## src/rtl/pkt_place_pkg.sv

```systemverilog
package pkt_place_pkg;
  typedef enum logic [2:0] {
    CLS_SYNC,
    CLS_INORD,
    CLS_GAP,
    CLS_REORD,
    CLS_LATE
  } pkt_cls_e;

  typedef enum logic [1:0] {
    ST_IDLE,
    ST_PAD,
    ST_DATA
  } eng_st_e;
endpackage

```

## src/rtl/seq_classifier.sv

```systemverilog
module seq_classifier
  import pkt_place_pkg::*;
#(
  parameter int SEQ_W = 16,
  parameter int SLOTS = 8
) (
  input  logic             synced_i,
  input  logic [SEQ_W-1:0] seq_i,
  input  logic [SEQ_W-1:0] exp_i,
  input  logic [SEQ_W-1:0] play_i,
  output pkt_cls_e         cls_o,
  output logic [SEQ_W-1:0] gap_o
);
  logic [SEQ_W-1:0] fwd, back, ahead_play;

  always_comb begin
    fwd        = seq_i - exp_i;
    back       = exp_i - seq_i;
    ahead_play = seq_i - play_i;
    gap_o      = fwd;
    if (!synced_i)                          cls_o = CLS_SYNC;
    else if (fwd == '0)                     cls_o = CLS_INORD;
    else if (!fwd[SEQ_W-1] && fwd < SEQ_W'(SLOTS)) cls_o = CLS_GAP;
    else if (!fwd[SEQ_W-1])                 cls_o = CLS_SYNC;
    else if (!ahead_play[SEQ_W-1] && back <= SEQ_W'(SLOTS)) cls_o = CLS_REORD;
    else                                    cls_o = CLS_LATE;
  end
endmodule

```

## src/rtl/sat_counter.sv

```systemverilog
module sat_counter #(
  parameter int CNT_W = 8,
  parameter int AMT_W = 16
) (
  input  logic             clk_i,
  input  logic             rst_ni,
  input  logic             inc_i,
  input  logic [AMT_W-1:0] amt_i,
  output logic [CNT_W-1:0] cnt_o
);
  localparam int SUM_W = ((CNT_W > AMT_W) ? CNT_W : AMT_W) + 1;
  localparam logic [SUM_W-1:0] MAX_V = SUM_W'({CNT_W{1'b1}});

  logic [SUM_W-1:0] sum;
  assign sum = SUM_W'(cnt_o) + SUM_W'(amt_i);

  always_ff @(posedge clk_i or negedge rst_ni) begin
    if (!rst_ni)    cnt_o <= '0;
    else if (inc_i) cnt_o <= (sum > MAX_V) ? {CNT_W{1'b1}} : sum[CNT_W-1:0];
  end
endmodule

```

## src/rtl/slot_addr_gen.sv

```systemverilog
module slot_addr_gen #(
  parameter int SLOT_W = 3,
  parameter int BYTE_W = 2,
  parameter int PAY_LEN = 4,
  parameter int ADDR_W = 5
) (
  input  logic [SLOT_W-1:0] slot_i,
  input  logic [BYTE_W-1:0] byte_i,
  output logic [ADDR_W-1:0] addr_o
);
  logic [31:0] full;
  assign full   = 32'(slot_i) * 32'(PAY_LEN) + 32'(byte_i);
  assign addr_o = full[ADDR_W-1:0];
endmodule

```

## src/rtl/pkt_place_engine.sv

```systemverilog
module pkt_place_engine
  import pkt_place_pkg::*;
#(
  parameter int SEQ_W   = 16,
  parameter int SLOTS   = 8,
  parameter int PAY_LEN = 4,
  parameter int CNT_W   = 8,
  localparam int SLOT_W = $clog2(SLOTS),
  localparam int BYTE_W = (PAY_LEN > 1) ? $clog2(PAY_LEN) : 1,
  localparam int ADDR_W = $clog2(SLOTS * PAY_LEN)
) (
  input  logic              clk_i,
  input  logic              rst_ni,
  input  logic              hdr_valid_i,
  input  logic [SEQ_W-1:0]  hdr_seq_i,
  output logic              hdr_ready_o,
  input  logic              pay_valid_i,
  input  logic [7:0]        pay_data_i,
  output logic              pay_ready_o,
  input  logic [SEQ_W-1:0]  play_seq_i,
  input  logic [7:0]        cond_byte_i,
  output logic              wr_en_o,
  output logic [ADDR_W-1:0] wr_addr_o,
  output logic [7:0]        wr_data_o,
  output logic [CNT_W-1:0]  cnt_lost_o,
  output logic [CNT_W-1:0]  cnt_reord_o,
  output logic [CNT_W-1:0]  cnt_late_o
);
  eng_st_e          st_q;
  logic             synced_q, drop_q;
  logic [SEQ_W-1:0] exp_q, cur_q, pkt_q;
  logic [SLOT_W-1:0] pad_left_q;
  logic [BYTE_W-1:0] byte_q;

  pkt_cls_e         cls;
  logic [SEQ_W-1:0] gap;
  logic             accept, last_byte;

  seq_classifier #(.SEQ_W(SEQ_W), .SLOTS(SLOTS)) u_cls (
    .synced_i(synced_q), .seq_i(hdr_seq_i), .exp_i(exp_q),
    .play_i(play_seq_i), .cls_o(cls), .gap_o(gap)
  );

  assign accept    = hdr_valid_i && hdr_ready_o;
  assign last_byte = (byte_q == BYTE_W'(PAY_LEN - 1));

  always_ff @(posedge clk_i or negedge rst_ni) begin
    if (!rst_ni) begin
      st_q       <= ST_IDLE;
      synced_q   <= 1'b0;
      drop_q     <= 1'b0;
      exp_q      <= '0;
      cur_q      <= '0;
      pkt_q      <= '0;
      pad_left_q <= '0;
      byte_q     <= '0;
    end else begin
      unique case (st_q)
        ST_IDLE: if (accept) begin
          synced_q <= 1'b1;
          byte_q   <= '0;
          pkt_q    <= hdr_seq_i;
          drop_q   <= (cls == CLS_LATE);
          if (cls == CLS_GAP) begin
            cur_q      <= exp_q;
            pad_left_q <= SLOT_W'(gap - 1'b1);
            st_q       <= ST_PAD;
          end else begin
            cur_q <= hdr_seq_i;
            st_q  <= ST_DATA;
          end
          if (cls == CLS_SYNC || cls == CLS_INORD || cls == CLS_GAP)
            exp_q <= hdr_seq_i + 1'b1;
        end
        ST_PAD: begin
          byte_q <= last_byte ? '0 : byte_q + 1'b1;
          if (last_byte) begin
            if (pad_left_q == '0) begin
              cur_q <= pkt_q;
              st_q  <= ST_DATA;
            end else begin
              pad_left_q <= pad_left_q - 1'b1;
              cur_q      <= cur_q + 1'b1;
            end
          end
        end
        ST_DATA: if (pay_valid_i) begin
          byte_q <= last_byte ? '0 : byte_q + 1'b1;
          if (last_byte) st_q <= ST_IDLE;
        end
        default: st_q <= ST_IDLE;
      endcase
    end
  end

  assign hdr_ready_o = (st_q == ST_IDLE);
  assign pay_ready_o = (st_q == ST_DATA);
  assign wr_en_o     = (st_q == ST_PAD) || (st_q == ST_DATA && pay_valid_i && !drop_q);
  assign wr_data_o   = (st_q == ST_PAD) ? cond_byte_i : pay_data_i;

  slot_addr_gen #(.SLOT_W(SLOT_W), .BYTE_W(BYTE_W), .PAY_LEN(PAY_LEN), .ADDR_W(ADDR_W)) u_addr (
    .slot_i(cur_q[SLOT_W-1:0]), .byte_i(byte_q), .addr_o(wr_addr_o)
  );

  // counter bank: lost adds the gap, the others add one
  logic [2:0]       cnt_inc;
  logic [SEQ_W-1:0] cnt_amt [3];
  logic [CNT_W-1:0] cnt_val [3];

  assign cnt_inc[0] = accept && (cls == CLS_GAP);
  assign cnt_inc[1] = accept && (cls == CLS_REORD);
  assign cnt_inc[2] = accept && (cls == CLS_LATE);
  assign cnt_amt[0] = gap;
  assign cnt_amt[1] = SEQ_W'(1);
  assign cnt_amt[2] = SEQ_W'(1);

  for (genvar g = 0; g < 3; g++) begin : g_cnt
    sat_counter #(.CNT_W(CNT_W), .AMT_W(SEQ_W)) u_sat (
      .clk_i(clk_i), .rst_ni(rst_ni), .inc_i(cnt_inc[g]),
      .amt_i(cnt_amt[g]), .cnt_o(cnt_val[g])
    );
  end

  assign cnt_lost_o  = cnt_val[0];
  assign cnt_reord_o = cnt_val[1];
  assign cnt_late_o  = cnt_val[2];
endmodule

```

## config.mk

```make
export PLATFORM = sky130hd
export DESIGN_NAME = pkt_place_engine
export DESIGN_NICKNAME = d
export VERILOG_FILES = /design/src/rtl/pkt_place_pkg.sv /design/src/rtl/seq_classifier.sv /design/src/rtl/sat_counter.sv /design/src/rtl/slot_addr_gen.sv /design/src/rtl/pkt_place_engine.sv
export SDC_FILE = /design/constraint.sdc
export NUM_CORES = 1
export LEC_CHECK = 0
export BUFFER_PORTS_ARGS = -buffer_cell sky130_fd_sc_hd__buf_2
export CAP_MARGIN = 20
export CORE_MARGIN = 2
export CORE_UTILIZATION = 60
export CTS_BUF_LIST = sky130_fd_sc_hd__clkbuf_8 sky130_fd_sc_hd__clkbuf_16
export DETAILED_ROUTE_END_ITERATION = 10
export PLACE_DENSITY = 0.84
export SLEW_MARGIN = 30
export SYNTH_ARGS = -nofsm -noshare
export SYNTH_HDL_FRONTEND = slang
export SYNTH_SLANG_ARGS = --single-unit
```

## constraint.sdc

```tcl
create_clock -name clk_i -period 9.8 [get_ports clk_i]
set_input_delay 0.49 -clock clk_i [delete_from_list [all_inputs] [get_ports clk_i]]
set_output_delay 0.49 -clock clk_i [all_outputs]
set_load 0.01 [all_outputs]
```

==> summary.txt <==
Drt
  – WL per Instance: 16.04 um
  – Routed WL: 13.73 mm
  – DRC: 0
  – Total number of vias: 5312
  – Iter 0 DRT Violations: 260
  – Via-to-Cell Ratio: 6.206
  – Length of the first detailed-routing pass in iterations: 6
  – ANT nets after route: 0

Synthesis
  – Synth top area cells: dfrtp_1 25%, ha_1 15%, a21oi_1 4.9%
  – Post-synth EDFFs: 0
  – Leading area contributor after synthesis: dfrtp_1
  – Area of the mapped netlist: 0.005519 mm2
  – Synth top area share: 24.94%
  – Syn Inst Count: 669
  – Ys Warns: 0
  – Synth Register Bits: 55
  – Syn nets: 787
  – Syn Area/Cell: 8.250 um2
  – FFs w/ async S/R, synth: 100.0%
  – Library cells used by synthesis: 69
  – Synth Flop Type: dfrtp_1
  – Sequential area share after synthesis: 24.94%

STA
  – Final Skew: 0.008903 ns
  – Slew @ Worst Pin: 0.9268 ns
  – Final hold slack: 0.2838 ns
  – Final Setup Violations: 0
  – Final Cycle Share: 41.49%
  – Setup repair after global routing missed its margin: false
  – Post-Route Setup TNS: 0 ns
  – Final hold vios: 0
  – Setup ws final: 5.734 ns
  – F_max: 0.2460 GHz
  – Final Slew Violations: 0
  – Relative slew slack: 37.74%
  – Min Clock Period, post-route: 4.066 ns

GRT
  – Largest net degree at the start of global routing: 56
  – Antenna violations before repair: 0
  – GR Overflow Total: 0
  – GR Util All Layers: 27.41%
  – First-pass GRT wire length: 22.69 mm
  – Number of global-route vias before repair: 5003

Job
  – Max Cap Violations: 0

Floorplanning
  – Die Y: 99.91 um
  – Io pins: 92
  – Core ar.: 0.008806 mm2
  – Die X: 99.91 um
  – Die ar.: 0.009982 mm2
  – Rows: 34
  – Initial Util: 62.67%

Clocking
  – Hold_buf cts: 0
  – Clock Tree Buf Depth: 2
  – Clock latency on the worst-skew pair: 0.32 ns
  – Setup bufs post-CTS: 0
  – CTS clk-pin slew, worst paths: 0.11 ns
  – Cts bufs inserted: 5
  – CTS tree: yes
  – H-tree depth: 2
  – Clock root cell: clkbuf_8
  – Clock Sinks: 55
  – Post-CTS resize count: 0

Place
  – Post-DP HPWL: 10.91 mm
  – IO buf count: 91
  – Final RePlAce weighted congestion: 0.9898
  – Pre-CTS setup slack: 5.516 ns
  – Placement Cell Area: 0.006011 mm2

Worst setup path
  – CP required: 10.04 ns
  – Delay-heaviest family, CP: compound AO/OA/AOI/OAI gates
  – CP max stage cell: a2111oi_4
  – Worst-path maximum fanout: 15
  – CP endpoint kind: flip-flop
  – Crit path cell chain: buf_2 -> inv_1 -> ha_1 -> nand2_1 -> a2111oi_0 -> o21ai_0 -> a21oi_1 -> or4b_4 -> a2111oi_4 -> nand3_4 -> a31o_2 -> o211ai_1
  – Crit-path max cell delay: 0.66 ns
  – Critical path type: in -> reg
  – Buf/Inv on CP: 2
  – Critical path launch point type: input port
  – Crit path arrival time: 4.30 ns

Final layout
  – Synth-to-Final Area Change: 10.56%
  – N_diodes: 0
  – Share of cells above drive strength 1: 19.12%
  – Seq. cell area: 0.001376 mm2
  – Layout Nets: 865
  – Footprint of the multi-input gates: 0.003781 mm2
  – Cell area after layout: 0.006102 mm2
  – Fillers: 712

Pwr
  – Peak VDD IR: 106.9 uV
  – PwrDens: 250.5 mW/mm2
  – Total Power: 1.529 mW
  – Leakage power: 3.016 nW

Min path
  – Worst Hold Class: in -> async

Run status
  – Status: complete, no violations
==> metrics by stage <==
step | cells | util [%]
after global routing | 856 | 69.30
final | 856 | 69.30
after CTS | 856 | 69.30
after floorplan | 669 | -
after detailed placement | 848 | 68.26
after global placement | 848 | 68.20
==> power by group <==
part	switching, mW	internal [mW]
clock network	0.0851	0.0521
registers	0.0569	0.295
logic	0.624	0.416
==> sequential cells by signal, indices dropped and copies added (netlist names) <==
signal	flops
pad_left_q	3
byte_q	2
drop_q	1
exp_q	16
pkt_q	3
g_cnt.u_sat.cnt_o	24
cur_q	3
synced_q	1
st_q	2
==> cells in the final DEF, fill, tap and decap left out, types with 11 or more instances in the layout <==
| cell type | n |
|---|---|
| ha_1 | 64 |
| nand3_1 | 25 |
| nand2_1 | 60 |
| mux2i_1 | 11 |
| nor2_1 | 55 |
| nor3_1 | 17 |
| dfrtp_1 | 55 |
| o21ai_0 | 33 |
| xnor2_1 | 23 |
| buf_2 | 91 |
| inv_1 | 66 |
| mux2_2 | 22 |
| xor2_1 | 12 |
| a21o_1 | 14 |
| a21oi_1 | 54 |
==> per-layer routing <==
layer | vias up | track usage, % | share of wire, %
li1 | 2540 | - | -
met1 | 2526 | 36.38 | 44
met2 | 220 | 47.35 | 49
met3 | 26 | 2.994 | 5.8
met4 | 0 | 8.114 | 2.0
met5 | - | 0 | 0
==> synth_stat cells (5+ instances only) <==
| cell | number |
|---|---|
| mux2i_1 | 11 |
| o21a_1 | 6 |
| o211ai_1 | 5 |
| nand2_1 | 60 |
| clkbuf_1 | 8 |
| xor2_1 | 12 |
| a21oi_1 | 54 |
| nor4_1 | 5 |
| xnor2_1 | 23 |
| inv_1 | 66 |
| a211oi_1 | 6 |
| nand2b_1 | 8 |
| ha_1 | 64 |
| o21ai_0 | 33 |
| nand3_1 | 26 |
| mux2_2 | 22 |
| buf_2 | 6 |
| and4_1 | 6 |
| or3_1 | 6 |
| nand4_1 | 8 |
| and3_1 | 5 |
| a21o_1 | 14 |
| dfrtp_1 | 55 |
| nor3_1 | 17 |
| nor2_1 | 55 |
==> layout make-up <==
type / instances / share of cell area (%)
Sequential cell: 55 / 22.55
Timing Repair Buffer: 93 / 7.710
Clock buffer: 5 / 1.128
Multi-Input combinational cell: 526 / 61.96
Clock inverter: 3 / 0.3691
Tap cell: 108 / 2.214
Inverter: 66 / 4.060
==> path summary, 6_finish.rpt <==
| path | startpoint | to | slack, ns | depth (start not counted) |
|---|---|---|---|---|
| max | hdr_seq_i[5] | g_cnt[0].u_sat.cnt_o[7]$_DFFE_PN0P_ | 5.73 | 12 |
| min | rst_ni | exp_q[14]$_DFFE_PN0P_ | 0.28 | 2 |
| max reg2reg | exp_q[5]$_DFFE_PN0P_ | g_cnt[0].u_sat.cnt_o[7]$_DFFE_PN0P_ | 5.74 | 10 |
| min reg2reg | drop_q$_DFFE_PN0P_ | drop_q$_DFFE_PN0P_ | 0.51 | 1 |
| max in group asynchronous | rst_ni | exp_q[2]$_DFFE_PN0P_ | 9.02 | 2 |
| min in group clk_i | hdr_seq_i[0] | exp_q[0]$_DFFE_PN0P_ | 0.48 | 2 |
==> worst register-to-register path, cell delays in order (launching register included) <==
cell	delay, ns
dfrtp_1	0.40
ha_1	0.57
nand2_1	0.21
a2111oi_0	0.52
o21ai_0	0.24
a21oi_1	0.18
or4b_4	0.48
a2111oi_4	0.66
nand3_4	0.27
a31o_2	0.34
o211ai_1	0.10
==> kinds of logic (layout without fill, tap and decap cells) <==
| kind of cell | count (synthesis) | count (layout) | synth area share (%) |
|---|---|---|---|
| AND/OR/NAND/NOR | 221 | 221 | 20.02 |
| AO/OA/AOI/OAI | 171 | 171 | 21.13 |
| buffers and inverters | 88 | 167 | 6.642 |
| adder cells (fa/ha/maj) | 66 | 66 | 15.23 |
| flip-flops | 55 | 55 | 24.94 |
| XOR/XNOR | 35 | 35 | 5.554 |
| multiplexers | 33 | 33 | 6.484 |
No activity file was read; power rests on OpenSTA's default activity.
